--- src/rtl/uart_flagged_pkg.sv ---
package uart_flagged_pkg;
  localparam int unsigned BYTE_W = 8;
  localparam int unsigned OVS = 16;
  localparam int unsigned OVS_W = $clog2(OVS);
  localparam int unsigned ST_RXC = 7;
  localparam int unsigned ST_TXC = 6;
  localparam int unsigned ST_EMPTY = 5;
  localparam int unsigned ST_FE = 4;
  localparam int unsigned ST_OVR = 3;

  typedef enum logic [1:0] {
    TX_IDLE, TX_START, TX_DATA, TX_STOP
  } tx_state_t;

  typedef enum logic [1:0] {
    RX_IDLE, RX_START, RX_DATA, RX_STOP
  } rx_state_t;
endpackage

--- src/rtl/uart_tick_gen.sv ---
module uart_tick_gen #(
  parameter int unsigned CLK_DIV = 8
) (
  input  logic clk,
  input  logic rst,
  output logic tick
);
  localparam int unsigned CW = (CLK_DIV > 1) ? $clog2(CLK_DIV) : 1;
  localparam logic [CW-1:0] LAST = CW'(CLK_DIV - 1);

  logic [CW-1:0] cnt_q;

  always_ff @(posedge clk) begin
    if (rst) begin
      cnt_q <= '0;
      tick  <= 1'b0;
    end else begin
      tick <= (cnt_q == LAST);
      if (cnt_q == LAST) cnt_q <= '0;
      else               cnt_q <= cnt_q + 1'b1;
    end
  end
endmodule

--- src/rtl/uart_tx_engine.sv ---
module uart_tx_engine
  import uart_flagged_pkg::*;
(
  input  logic              clk,
  input  logic              rst,
  input  logic              tick,
  input  logic              load,
  input  logic [BYTE_W-1:0] load_data,
  output logic              busy,
  output logic              done,
  output logic              txd
);
  localparam logic [OVS_W-1:0] TLAST = OVS_W'(OVS - 1);
  localparam int unsigned IW = $clog2(BYTE_W);
  localparam logic [IW-1:0] ILAST = IW'(BYTE_W - 1);

  tx_state_t         state_q;
  logic [OVS_W-1:0]  tcnt_q;
  logic [IW-1:0]     idx_q;
  logic [BYTE_W-1:0] sh_q;

  assign busy = (state_q != TX_IDLE);

  always_ff @(posedge clk) begin
    if (rst) begin
      state_q <= TX_IDLE;
      tcnt_q  <= '0;
      idx_q   <= '0;
      sh_q    <= '0;
      txd     <= 1'b1;
      done    <= 1'b0;
    end else begin
      done <= 1'b0;
      if (state_q == TX_IDLE) begin
        if (load) begin
          sh_q    <= load_data;
          state_q <= TX_START;
          tcnt_q  <= '0;
          idx_q   <= '0;
          txd     <= 1'b0;
        end
      end else if (tick) begin
        if (tcnt_q != TLAST) begin
          tcnt_q <= tcnt_q + 1'b1;
        end else begin
          tcnt_q <= '0;
          case (state_q)
            TX_START: begin
              state_q <= TX_DATA;
              txd     <= sh_q[0];
            end
            TX_DATA: begin
              sh_q <= sh_q >> 1;
              if (idx_q == ILAST) begin
                state_q <= TX_STOP;
                txd     <= 1'b1;
              end else begin
                idx_q <= idx_q + 1'b1;
                txd   <= sh_q[1];
              end
            end
            default: begin
              state_q <= TX_IDLE;
              done    <= 1'b1;
            end
          endcase
        end
      end
    end
  end
endmodule

--- src/rtl/uart_rx_engine.sv ---
module uart_rx_engine
  import uart_flagged_pkg::*;
(
  input  logic              clk,
  input  logic              rst,
  input  logic              tick,
  input  logic              rxd,
  output logic              done,
  output logic [BYTE_W-1:0] data,
  output logic              ferr
);
  localparam logic [OVS_W-1:0] TLAST = OVS_W'(OVS - 1);
  localparam logic [OVS_W-1:0] S_LO = OVS_W'(OVS / 2 - 1);
  localparam logic [OVS_W-1:0] S_HI = OVS_W'(OVS / 2 + 1);
  localparam logic [OVS_W-1:0] STOP_END = OVS_W'(OVS / 2 + 2);
  localparam int unsigned IW = $clog2(BYTE_W);
  localparam logic [IW-1:0] ILAST = IW'(BYTE_W - 1);

  rx_state_t         state_q;
  logic [1:0]        sync_q;
  logic [OVS_W-1:0]  tcnt_q;
  logic [IW-1:0]     idx_q;
  logic [2:0]        smp_q;
  logic [BYTE_W-1:0] sh_q;
  logic              vote;

  assign vote = (smp_q[0] & smp_q[1]) | (smp_q[1] & smp_q[2]) | (smp_q[0] & smp_q[2]);

  always_ff @(posedge clk) begin
    if (rst) begin
      sync_q  <= 2'b11;
      state_q <= RX_IDLE;
      tcnt_q  <= '0;
      idx_q   <= '0;
      smp_q   <= '0;
      sh_q    <= '0;
      done    <= 1'b0;
      data    <= '0;
      ferr    <= 1'b0;
    end else begin
      sync_q <= {sync_q[0], rxd};
      done   <= 1'b0;
      if (tick) begin
        if (state_q == RX_IDLE) begin
          if (!sync_q[1]) begin
            state_q <= RX_START;
            tcnt_q  <= '0;
          end
        end else begin
          tcnt_q <= tcnt_q + 1'b1;
          if (tcnt_q >= S_LO && tcnt_q <= S_HI) smp_q <= {smp_q[1:0], sync_q[1]};
          case (state_q)
            RX_START: if (tcnt_q == TLAST) begin
              if (vote) state_q <= RX_IDLE;
              else begin
                state_q <= RX_DATA;
                idx_q   <= '0;
              end
            end
            RX_DATA: if (tcnt_q == TLAST) begin
              sh_q <= {vote, sh_q[BYTE_W-1:1]};
              if (idx_q == ILAST) state_q <= RX_STOP;
              else                idx_q <= idx_q + 1'b1;
            end
            default: if (tcnt_q == STOP_END) begin
              state_q <= RX_IDLE;
              done    <= 1'b1;
              data    <= sh_q;
              ferr    <= ~vote;
            end
          endcase
        end
      end
    end
  end
endmodule

--- src/rtl/uart_flagged.sv ---
module uart_flagged
  import uart_flagged_pkg::*;
#(
  parameter int unsigned CLK_DIV = 8
) (
  input  logic              clk,
  input  logic              rst,
  input  logic              bus_addr,
  input  logic              bus_wr,
  input  logic              bus_rd,
  input  logic [BYTE_W-1:0] bus_wdata,
  output logic [BYTE_W-1:0] bus_rdata,
  input  logic              rx_ie,
  input  logic              tx_ie,
  input  logic              tx_ack,
  input  logic              rx_in,
  output logic              tx_out,
  output logic              rx_irq,
  output logic              tx_irq
);
  logic              tick;
  logic              tx_busy, tx_done, tx_load;
  logic              rx_done, rx_ferr;
  logic [BYTE_W-1:0] rx_data;

  logic [BYTE_W-1:0] thr_q, rbuf_q;
  logic              thr_full, txc_q, rxc_q, fe_q, ovr_q;
  logic [BYTE_W-1:0] status;
  logic              wr_data, wr_stat, rd_data;

  assign wr_data = bus_wr & ~bus_addr;
  assign wr_stat = bus_wr & bus_addr;
  assign rd_data = bus_rd & ~bus_addr;
  assign tx_load = thr_full & ~tx_busy;

  always_comb begin
    status           = '0;
    status[ST_RXC]   = rxc_q;
    status[ST_TXC]   = txc_q;
    status[ST_EMPTY] = ~thr_full;
    status[ST_FE]    = fe_q;
    status[ST_OVR]   = ovr_q;
  end

  uart_tick_gen #(.CLK_DIV(CLK_DIV)) tick_i (
    .clk(clk), .rst(rst), .tick(tick)
  );

  uart_tx_engine tx_i (
    .clk(clk), .rst(rst), .tick(tick), .load(tx_load), .load_data(thr_q),
    .busy(tx_busy), .done(tx_done), .txd(tx_out)
  );

  uart_rx_engine rx_i (
    .clk(clk), .rst(rst), .tick(tick), .rxd(rx_in),
    .done(rx_done), .data(rx_data), .ferr(rx_ferr)
  );

  always_ff @(posedge clk) begin
    if (rst) begin
      thr_q     <= '0;
      thr_full  <= 1'b0;
      txc_q     <= 1'b0;
    end else begin
      if (tx_load) thr_full <= 1'b0;
      else if (wr_data && !thr_full) begin
        thr_q    <= bus_wdata;
        thr_full <= 1'b1;
      end
      if (tx_done && !thr_full)                      txc_q <= 1'b1;
      else if (tx_ack || (wr_stat && bus_wdata[ST_TXC])) txc_q <= 1'b0;
    end
  end

  always_ff @(posedge clk) begin
    if (rst) begin
      rbuf_q <= '0;
      rxc_q  <= 1'b0;
      fe_q   <= 1'b0;
      ovr_q  <= 1'b0;
    end else if (rx_done) begin
      if (rxc_q) ovr_q <= 1'b1;
      else begin
        rbuf_q <= rx_data;
        fe_q   <= rx_ferr;
        rxc_q  <= 1'b1;
        ovr_q  <= 1'b0;
      end
    end else if (rd_data) begin
      rxc_q <= 1'b0;
    end
  end

  always_ff @(posedge clk) begin
    if (rst) bus_rdata <= '0;
    else if (bus_rd) bus_rdata <= bus_addr ? status : rbuf_q;
  end

  assign rx_irq = rxc_q & rx_ie;
  assign tx_irq = txc_q & tx_ie;
endmodule

--- config.mk ---
export PLATFORM = sky130hd
export DESIGN_NAME = uart_flagged
export DESIGN_NICKNAME = d
export VERILOG_FILES = /design/src/rtl/uart_flagged_pkg.sv /design/src/rtl/uart_tick_gen.sv /design/src/rtl/uart_tx_engine.sv /design/src/rtl/uart_rx_engine.sv /design/src/rtl/uart_flagged.sv
export SDC_FILE = /design/constraint.sdc
export NUM_CORES = 1
export LEC_CHECK = 0
export BUFFER_PORTS_ARGS = -buffer_cell sky130_fd_sc_hd__buf_2
export CORE_AREA = 3 3 130 94
export CTS_CLUSTER_DIAMETER = 50
export DETAILED_ROUTE_END_ITERATION = 6
export DIE_AREA = 0 0 133 97
export SETUP_SLACK_MARGIN = 0.1
export SKIP_LAST_GASP = 1
export SLEW_MARGIN = 30
export SYNTH_ARGS = -nofsm -noshare
export SYNTH_HDL_FRONTEND = slang
export SYNTH_HIERARCHICAL = 1
export SYNTH_SLANG_ARGS = --single-unit
--- constraint.sdc ---
create_clock -name clk -period 5.2 [get_ports clk]
set_input_delay 0.26 -clock clk [delete_from_list [all_inputs] [get_ports clk]]
set_output_delay 0.26 -clock clk [all_outputs]
set_load 0.02 [all_outputs]
==> out/results.tsv <==
metric	value	unit
via count	2825	
die area	12900	um^2
Netlist Area Pre-Place	3840	um^2
crit end category	flop	
total of max-cap violations	0	
HP Class	input pin to flop	
DIE WIDTH	133	um
First-pass DRT Iterations	4	
Crit path arrival time	2.48	ns
CTS tree	built	
Crit Path Class	flop to flop	
Synth cell types	53	
Detail Placement HPWL	5.30	mm
post-route setup TNS	0	ns
largest family of logic cells by synthesized area	simple AND/OR/NAND/NOR gates	
Post-synth ARST share	0	%
I/O pins	28	
Final Skew	0.00537	ns
# rows	32	
routed len/inst	13.2	um
clk slew on worst S/H paths	0.06	ns
area of the multi-input gates	2000	um^2
Post-Synth XOR/XNOR Area	0	%
gr ovfl total	0	
simple-gate share of the synthesized area	20.4	%
drt total wl	7.68	mm
Syn-to-layout area delta	13.3	%
post-synthesis mux area share	13.8	%
initial antenna violation count	0	
CP max FO	10	
Post-Synth Adder-Cell Area	6.77	%
Post-CTS Setup Bufs	0	
Synth Flop Type	dfxtp_1	
outcome	finished clean	
DR iter-0 viols	164	
Max IR drop VDD	0.189	mV
syn nets	446	
Reg area	1680	um^2
# DRC	0	
Synth Area in Compound Gates	10.8	%
area post-placement	4060	um^2
sequential area share after synthesis	43.7	%
core area	11000	um^2
Period Utilization, post-route	43.5	%
vias in the first global route	2698	
vias per cell	4.85	
number of CTS-inserted buffers	9	
Final Hold Vio Count	0	
GRT Util Overall	12.3	%
input/output buffers	27	
ANT nets after route	0	
register bit total from synthesis	84	
Post-synth EDFFs	0	
fin util	39.6	%
final instance area	4360	um^2
first-pass GRT wire length	13.1	mm
clock tree root driver cell	clkbuf_16	
Max clock buf depth	2	
ant diodes	0	
RSZ-0062 raised after global routing	no	
initial core utilization	34.9	%
die height	97	um
fillers	1114	
fmax	0.443	GHz
Final min period	2.26	ns
post-CTS sizing	0	
Final Max Tran Viols	0	
fin nets	464	
Worst Setup Start Kind	flop	
Mapped Avg Cell Area	9.40	um^2
Post-Synthesis Cells	409	
# clock sinks	84	
Pleak	1.75	nW
Slew HR	46.7	%
cts hold-fix bufs	0	
RD Place Congestion	0.812	
layout cells sized above 1	13.0	%
htree depth	3	
worst skew pair latency	0.33	ns
pwr/cell area	311	nW/um^2
Worst Tran Pin Value	0.799	ns
largest net degree at the start of global routing	81	
CP Data Required Time	5.42	ns
final setup vio count	0	
Synth Warn #	6	
-- cell type report --
| type | count | share of cell area [%] |
|---|---|---|
| flip-flops and latches | 84 | 38.6 |
| repair buffers | 28 | 3.27 |
| clock inverters | 2 | 0.804 |
| well taps | 153 | 4.40 |
| inverters | 14 | 1.21 |
| multi-input cells | 290 | 45.8 |
| clock buffers | 12 | 5.89 |
-- power breakdown --
| part | switching [mW] | internal, mW |
|---|---|---|
| clock network | 0.235 | 0.392 |
| registers | 0.00517 | 0.654 |
| logic | 0.0408 | 0.0269 |
| total | 0.281 | 1.07 |
-- worst max-delay path: stages, from the launching register on --
cell and delay [ns]:
dfxtp_1 0.31, inv_1 0.12, ha_1 0.36, inv_1 0.14
nor2_1 0.33, nand2_1 0.16, a221oi_4 0.36, mux2_1 0.35
-- worst paths after layout --
path	startpoint	endpoint	slack, ns	depth (start not counted)
worst max-delay path	tx_i/state_q[0]	tx_i/idx_q[0]	2.94	7
worst min-delay path	rx_in	rx_i/sync_q[0]	0.12	2
worst max register to register	tx_i/state_q[0]	tx_i/idx_q[0]	2.94	7
worst min register to register	rx_i/sync_q[0]	rx_i/sync_q[1]	0.41	1
-- synth_stat cells, drive strengths merged (2+ instances only) --
library cell	count	area share, %
a211oi	7	1.4
a21oi	27	3.5
a221oi	2	0.91
a32oi	2	0.46
and2	4	0.65
and2b	2	0.39
and3	4	0.78
buf	12	2.2
clkbuf	9	0.91
dfxtp	84	44
ha	20	6.5
inv	13	1.3
mux2	8	2.3
mux2i	44	11
nand2	43	4.2
nand2b	9	1.5
nand3	12	1.7
nand3b	6	1.2
nand4	3	0.49
nand4b	2	0.46
nor2	46	4.5
nor2b	6	0.98
nor3	4	0.52
nor3b	4	0.91
o211ai	3	0.59
o21ai	9	1.2
o311ai	5	1.1
or2	3	0.49
or3	2	0.33
or4	2	0.49
-- placed cells by master, fill, tap and decap left out, types with 2 or more instances in the layout --
master and count:
dfxtp_1 84, nor2_1 46, mux2i_1 44, nand2_1 43, a21oi_1 27, buf_2 27
ha_1 20, inv_1 13, nand3_1 11, nand2b_1 9, clkbuf_16 9, o21ai_0 8
a211oi_1 7, nor2b_1 6, nand3b_1 6, mux2_2 5, and2_1 4, nor3_1 4
o311ai_1 4, and3_1 3, nor3b_1 3, nand4_1 3, or2_2 3, o211ai_1 3
mux2_1 3, clkbuf_8 2, and2b_1 2, nand4b_1 2, a32oi_1 2, or3_1 2
-- cell families after synthesis --
family                     after synthesis
AOI/OAI and AO/OA                       61
adders and majority gates               21
buffers and inverters                   35
DFF                                     84
muxes                                   52
and+or+nand+nor                        156
-- stage by stage --
step / total power [mW] / hold WS, ns / cells / setup slack (ns)
after CTS: 1.37 / 0.115 / 583 / 2.98
final: 1.35 / 0.123 / 583 / 2.94
after global placement: 0.738 / 0.396 / 569 / 3.07
after floorplan: 0.722 / 0.331 / 409 / 3.33
after global routing: 1.41 / 0.129 / 583 / 2.75
after detailed placement: 0.741 / 0.393 / 569 / 2.96
-- metal layers --
layer | routed length [um] | up-vias | GRT usage, %
met5 | 0 | - | 0
met4 | 80 | 0 | 3.12
met3 | 276 | 8 | 4.11
met2 | 3210 | 45 | 17.8
met1 | 4110 | 1306 | 17.6
li1 | - | 1466 | -
-- sequential cells by signal, indices dropped and copies added (netlist names), 2 cells and up --
| register | count |
|---|---|
| bus_rdata | 8 |
| rbuf_q | 8 |
| rx_i/data | 8 |
| rx_i/idx_q | 3 |
| rx_i/sh_q | 8 |
| rx_i/smp_q | 3 |
| rx_i/state_q | 2 |
| rx_i/sync_q | 2 |
| rx_i/tcnt_q | 4 |
| thr_q | 8 |
| tick_i/cnt_q | 3 |
| tx_i/idx_q | 3 |
| tx_i/sh_q | 8 |
| tx_i/state_q | 2 |
| tx_i/tcnt_q | 4 |
Note: power is estimated with default switching activity, not from simulation.
